--- src/rtl/rxsf_pkg.sv ---
`timescale 1ns/1ps
package rxsf_pkg;
    localparam int unsigned RX_DATA_W = 8;

    typedef struct packed {
        logic                 perr;
        logic [RX_DATA_W-1:0] data;
    } rx_entry_t;

    typedef enum logic [1:0] {
        OP_IDLE = 2'b00,
        OP_POP  = 2'b01,
        OP_PUSH = 2'b10,
        OP_BOTH = 2'b11
    } q_op_e;

    function automatic int unsigned ptr_bits(input int unsigned depth);
        return (depth > 1) ? $clog2(depth) : 1;
    endfunction
endpackage

--- src/rtl/rxsf_ptr_ctrl.sv ---
`timescale 1ns/1ps
module rxsf_ptr_ctrl
    import rxsf_pkg::*;
#(
    parameter int unsigned DEPTH = 32,
    localparam int unsigned PTR_W = ptr_bits(DEPTH),
    localparam int unsigned CNT_W = $clog2(DEPTH + 1)
) (
    input  logic             clk_i,
    input  logic             rst_i,
    input  logic             push_req,
    input  logic             pop_req,
    output logic [PTR_W-1:0] wr_ptr,
    output logic [PTR_W-1:0] rd_ptr,
    output logic [CNT_W-1:0] fill_cnt,
    output logic             is_empty,
    output logic             is_full,
    output logic             push_ok,
    output logic             pop_ok,
    output logic             drop
);
    logic [PTR_W-1:0] wr_nxt, rd_nxt;
    q_op_e            op;

    assign is_empty = (fill_cnt == '0);
    assign is_full  = (fill_cnt == CNT_W'(DEPTH));
    assign pop_ok   = pop_req && !is_empty;
    assign push_ok  = push_req && (!is_full || pop_ok);
    assign drop     = push_req && !push_ok;
    assign op       = q_op_e'({push_ok, pop_ok});

    generate
        if ((1 << PTR_W) == DEPTH) begin : g_pow2_wrap
            assign wr_nxt = wr_ptr + 1'b1;
            assign rd_nxt = rd_ptr + 1'b1;
        end else begin : g_cmp_wrap
            assign wr_nxt = (wr_ptr == PTR_W'(DEPTH - 1)) ? '0 : wr_ptr + 1'b1;
            assign rd_nxt = (rd_ptr == PTR_W'(DEPTH - 1)) ? '0 : rd_ptr + 1'b1;
        end
    endgenerate

    always_ff @(posedge clk_i) begin
        if (rst_i) begin
            wr_ptr   <= '0;
            rd_ptr   <= '0;
            fill_cnt <= '0;
        end else begin
            if (push_ok) wr_ptr <= wr_nxt;
            if (pop_ok)  rd_ptr <= rd_nxt;
            case (op)
                OP_PUSH: fill_cnt <= fill_cnt + 1'b1;
                OP_POP:  fill_cnt <= fill_cnt - 1'b1;
                default: fill_cnt <= fill_cnt;
            endcase
        end
    end
endmodule

--- src/rtl/rxsf_store.sv ---
`timescale 1ns/1ps
module rxsf_store
    import rxsf_pkg::*;
#(
    parameter int unsigned DEPTH = 32,
    localparam int unsigned PTR_W = ptr_bits(DEPTH)
) (
    input  logic             clk_i,
    input  logic             we,
    input  logic [PTR_W-1:0] waddr,
    input  rx_entry_t        wentry,
    input  logic [PTR_W-1:0] raddr,
    output rx_entry_t        rentry
);
    rx_entry_t mem [DEPTH];

    always_ff @(posedge clk_i) begin
        if (we) mem[waddr] <= wentry;
    end

    assign rentry = mem[raddr];
endmodule

--- src/rtl/rxsf_status.sv ---
`timescale 1ns/1ps
module rxsf_status
    import rxsf_pkg::*;
(
    input  logic                 clk_i,
    input  logic                 rst_i,
    input  logic                 drop,
    input  logic                 stat_rd,
    input  logic                 pop_ok,
    input  logic [RX_DATA_W-1:0] pop_data,
    output logic                 overrun_q,
    output logic [RX_DATA_W-1:0] last_q
);
    always_ff @(posedge clk_i) begin
        if (rst_i) begin
            overrun_q <= 1'b0;
            last_q    <= '0;
        end else begin
            // a new drop takes priority over a clearing status read
            if (drop)         overrun_q <= 1'b1;
            else if (stat_rd) overrun_q <= 1'b0;
            if (pop_ok)       last_q    <= pop_data;
        end
    end
endmodule

--- src/rtl/rx_status_fifo.sv ---
`timescale 1ns/1ps
module rx_status_fifo
    import rxsf_pkg::*;
#(
    parameter int unsigned DEPTH = 32
) (
    input  logic                 clk_i,
    input  logic                 rst_i,
    input  logic                 wr_valid_i,
    input  logic [RX_DATA_W-1:0] wr_data_i,
    input  logic                 wr_perr_i,
    input  logic                 rd_pop_i,
    input  logic                 rd_stat_i,
    output logic [RX_DATA_W-1:0] rd_data_o,
    output logic                 st_ready_o,
    output logic                 st_overrun_o,
    output logic                 st_perr_o
);
    localparam int unsigned PTR_W = ptr_bits(DEPTH);
    localparam int unsigned CNT_W = $clog2(DEPTH + 1);

    logic [PTR_W-1:0]     wr_ptr, rd_ptr;
    logic [CNT_W-1:0]     fill_cnt;
    logic                 is_empty, is_full, push_ok, pop_ok, drop;
    rx_entry_t            in_entry, head_entry;
    logic [RX_DATA_W-1:0] last_q;

    assign in_entry = '{perr: wr_perr_i, data: wr_data_i};

    rxsf_ptr_ctrl #(.DEPTH(DEPTH)) ptr_i (
        .clk_i    (clk_i),
        .rst_i    (rst_i),
        .push_req (wr_valid_i),
        .pop_req  (rd_pop_i),
        .wr_ptr   (wr_ptr),
        .rd_ptr   (rd_ptr),
        .fill_cnt (fill_cnt),
        .is_empty (is_empty),
        .is_full  (is_full),
        .push_ok  (push_ok),
        .pop_ok   (pop_ok),
        .drop     (drop)
    );

    rxsf_store #(.DEPTH(DEPTH)) store_i (
        .clk_i  (clk_i),
        .we     (push_ok),
        .waddr  (wr_ptr),
        .wentry (in_entry),
        .raddr  (rd_ptr),
        .rentry (head_entry)
    );

    rxsf_status status_i (
        .clk_i     (clk_i),
        .rst_i     (rst_i),
        .drop      (drop),
        .stat_rd   (rd_stat_i),
        .pop_ok    (pop_ok),
        .pop_data  (head_entry.data),
        .overrun_q (st_overrun_o),
        .last_q    (last_q)
    );

    assign st_ready_o = !is_empty;
    assign rd_data_o  = is_empty ? last_q : head_entry.data;
    assign st_perr_o  = !is_empty && head_entry.perr;
endmodule

--- config.mk ---
export PLATFORM = sky130hd
export DESIGN_NAME = rx_status_fifo
export DESIGN_NICKNAME = d
export VERILOG_FILES = /design/src/rtl/rxsf_pkg.sv /design/src/rtl/rxsf_ptr_ctrl.sv /design/src/rtl/rxsf_store.sv /design/src/rtl/rxsf_status.sv /design/src/rtl/rx_status_fifo.sv
export SDC_FILE = /design/constraint.sdc
export NUM_CORES = 1
export LEC_CHECK = 0
export ABC_AREA = 1
export BUFFER_PORTS_ARGS = -buffer_cell sky130_fd_sc_hd__buf_2
export CORE_UTILIZATION = 56
export DETAILED_ROUTE_END_ITERATION = 12
export GPL_TIMING_DRIVEN = 0
export HOLD_SLACK_MARGIN = 0.1
export PLACE_DENSITY = 0.75
export REMOVE_ABC_BUFFERS = 1
export SYNTH_ARGS = -nofsm -noshare
export SYNTH_HDL_FRONTEND = slang
export SYNTH_SLANG_ARGS = --single-unit
export TNS_END_PERCENT = 5
--- constraint.sdc ---
create_clock -name clk_i -period 2.1 [get_ports clk_i]
set_clock_uncertainty 0.1 [all_clocks]
set_input_delay 0.105 -clock clk_i [delete_from_list [all_inputs] [get_ports clk_i]]
set_output_delay 0.105 -clock clk_i [all_outputs]
set_load 0.005 [all_outputs]
==> flow_summary.yaml <==
run_status:
  status: "complete, but fails checks"
  violations: "setup timing"
final_layout:
  layout-drive-gt1-share_pct: 19.5
  antenna_cells: 0
  final_common_cell: "nand2_1"
  final_area_um2: 15600
  synthToLayoutAreaGrowth_pct: 19.1
  final_cell_mix: "nand2_1, edfxtp_1, nand3_1"
  final_util_pct: 68.4
  fin_nets: 1237
logic_synthesis:
  synth_top_cell_by_area: "edfxtp_1"
  ys_ff_latch: 318
  synth_edf_count: 288
  synth_top_area_share_pct: 66.0
  yosysSeqAreaShare_pct: 70.6
  synthesis.area_um2: 13100
  syn_inst: 1166
  yosys-top-cells-area: "edfxtp_1, nand2_1, nand3_1"
  yosysWarnings: 0
  avgSynthCellArea_um2: 11.2
  ys_types: 31
  synthArstFlopShare_pct: 0
  ys.flop_type: "edfxtp_1"
global_routing:
  grt_pass1_vias: 8550
  grt_max_degree: 73
  gr-total-overflow: 0
  grt_pass1_wl_um: 49700
  track_usage_pct: 28.3
  antenna_found_initial: 0
critical_path:
  cp_slowest_cell: "dfxtp_4"
  timing.rr.end: "ptr_i.fill_cnt[4]$_SDFFE_PP0P_"
  worst-r2r-cell-count: 12
  reg2reg_from: "ptr_i.fill_cnt[2]$_SDFFE_PP0P_"
  cp_top_family: "simple AND/OR/NAND/NOR gates"
  regToRegSetupSlack_ps: -280
  cp.arrival_ps: 2360
  critPathMostFrequentCell: "nand2_2"
  required_ps: 1890
  critical_path.max_fanout: 7
  cp-end-kind: "output pin"
  cp_cell_sequence: "buf_16 > buf_6 > buf_4 > nand2_1 > nand3_1 > nand3_2 > nand2_2 > nand2_2 > nand3_2 > nand2_2 > o21ai_2 > buf_2"
  critPathKind: "flip-flop to output pin"
  crit_path_max_incr_delay_ps: 400
  start_kind: "flip-flop"
  critPathBufInv: 4
detailed_routing:
  drt_iter0_drc: 1097
  via_count: 9279
  ant_nets: 0
  route.detailed.drc: 0
  vias_per_cell: 5.99
  routed_wl_um: 35200
  wl_per_cell_um: 22.8
  dr.pass1.iters: 6
power:
  p_leak_nw: 5.61
  vdd_drop_max_mv: 0.729
  power_density_nw_per_um2: 1050
sta:
  layout_worst_path_cycle_share_pct: 122
  max_freq_mhz: 390
  rsz0062_at_grt: "true"
  setup_viol: 183
  min_period_ps: 2560
  finalWorstSetupSlack_ps: -464
  maxSlewViolCount: 0
  hold_viol_final: 0
  slew_headroom_pct: 50.0
  worst_pin_slew_ps: 749
die:
  design.core.area_um2: 22800
  fp.dieW_um: 155
  die_h_um: 155
  io_pins: 25
  start_util_pct: 57.5
  rows: 55
  die_area_um2: 24000
min_path:
  hp-class: "input port to flip-flop"
  worstHoldEndpoint: "ptr_i.wr_ptr[3]$_SDFFE_PP0P_"
  min-delay-start: "rst_i"
  hold_path_depth: 3
run:
  drv_cap: 0
clock_tree:
  clock_latency_ps: 560
  tritoncts: "done"
  root_buffer: "clkbuf_16"
  clock-sinks: 318
  clkTransAtPathRegs_ps: 70
  cts_buffer_depth: 3
  cts_max_level: 1
  cts_made_buffers: 30
placed_design:
  dp_slack_ps: -1750
  port_buffers: 24
  hpwl_um: 16000
  place_area_um2: 13400
  gp_congestion: 0.881
## registers in the layout, summed over array words and instances, names as in the netlist, named ones only
name,cells
status_i.overrun_q,1
status_i.last_q,8
ptr_i.wr_ptr,5
store_i.mem,288
ptr_i.fill_cnt,6
ptr_i.rd_ptr,5
## Yosys cell counts, types with 3 or more instances
library cell / count
nand2_1: 387
edfxtp_1: 288
nand3_1: 238
nor2_1: 45
buf_2: 33
dfxtp_1: 30
a21oi_1: 26
o21ai_0: 25
inv_1: 20
buf_1: 10
ha_1: 9
o21ai_1: 9
buf_6: 8
clkbuf_1: 7
nor3_1: 5
buf_4: 4
nand2_2: 3
## final cells by class
type,instances,area [µm²]
Clock buffer,37,798
Inverter,25,161
Multi-Input combinational cell,761,3850
Timing Repair inverter,3,40.0
Timing Repair Buffer,74,968
Clock inverter,18,114
Tap cell,313,392
Sequential cell,318,9260
Fill cell,1509,7190
## worst min-delay path: stages
cell	delay (ps)
dlygate4sd3_1	540
buf_2	160
nor3b_1	60
## worst max-delay path by stage
stage / start / to / slack, ps / cells past startpoint
after global routing: flip-flop / rd_data_o[3] / -510 / 12
after CTS: flip-flop / rd_data_o[2] / -420 / 11
after global placement: flip-flop / rd_data_o[3] / -5850 / 10
final: flip-flop / rd_data_o[4] / -460 / 12
after floorplan: flip-flop / status_i.last_q[0]$_SDFFE_PP0N_ / -2560 / 9
after detailed placement: flip-flop / rd_data_o[3] / -1750 / 8
## metrics by stage
step / TNS [ps] / std cells / total power, mW / hold slack [ps]
2_1_floorplan: -43490 / 1104 / 9.07 / 74.1
3_3_place_gp: -175970 / 1441 / 10.1 / 242
3_5_place_dp: -98750 / 1446 / 10.1 / 241
4_1_cts: -38710 / 1542 / 15.8 / 224
5_1_grt: -45750 / 1549 / 16.9 / 269
6_report: -29620 / 1549 / 16.4 / 259
## report_power, final
group / internal (mW) / switching [mW] / total (mW)
combinational: 1.47 / 2.69 / 4.15
clock: 2.80 / 2.24 / 5.05
sequential: 7.05 / 0.137 / 7.18
## logic make-up after synthesis
logic type                 Yosys count  synth area share (%)
AOI/OAI and AO/OA                   64                  2.54
adders and majority gates           10                  1.01
buffers and inverters               87                  3.40
and+or+nand+nor                    683                  22.2
xor gates and xnor gates             4                 0.268
DFF                                318                  70.6
## routing by layer
layer / GRT usage [%] / part of all wire, % / vias up
li1: - / - / 4175
met1: 37.9 / 37 / 4472
met2: 47.4 / 49 / 534
met3: 3.54 / 9.9 / 98
met4: 11.6 / 4.0 / 0
met5: 0 / 0 / -
## repair_timing
action	in CTS	in global routing
pin swaps	13	33
buffers inserted	15	3
endpoints found under the hold margin	315	0
hold buffers	13	0
resized for setup	88	80
endpoints found under the setup margin	300	288
gates cloned	13	5
Note: power is estimated with default switching activity, not from simulation.
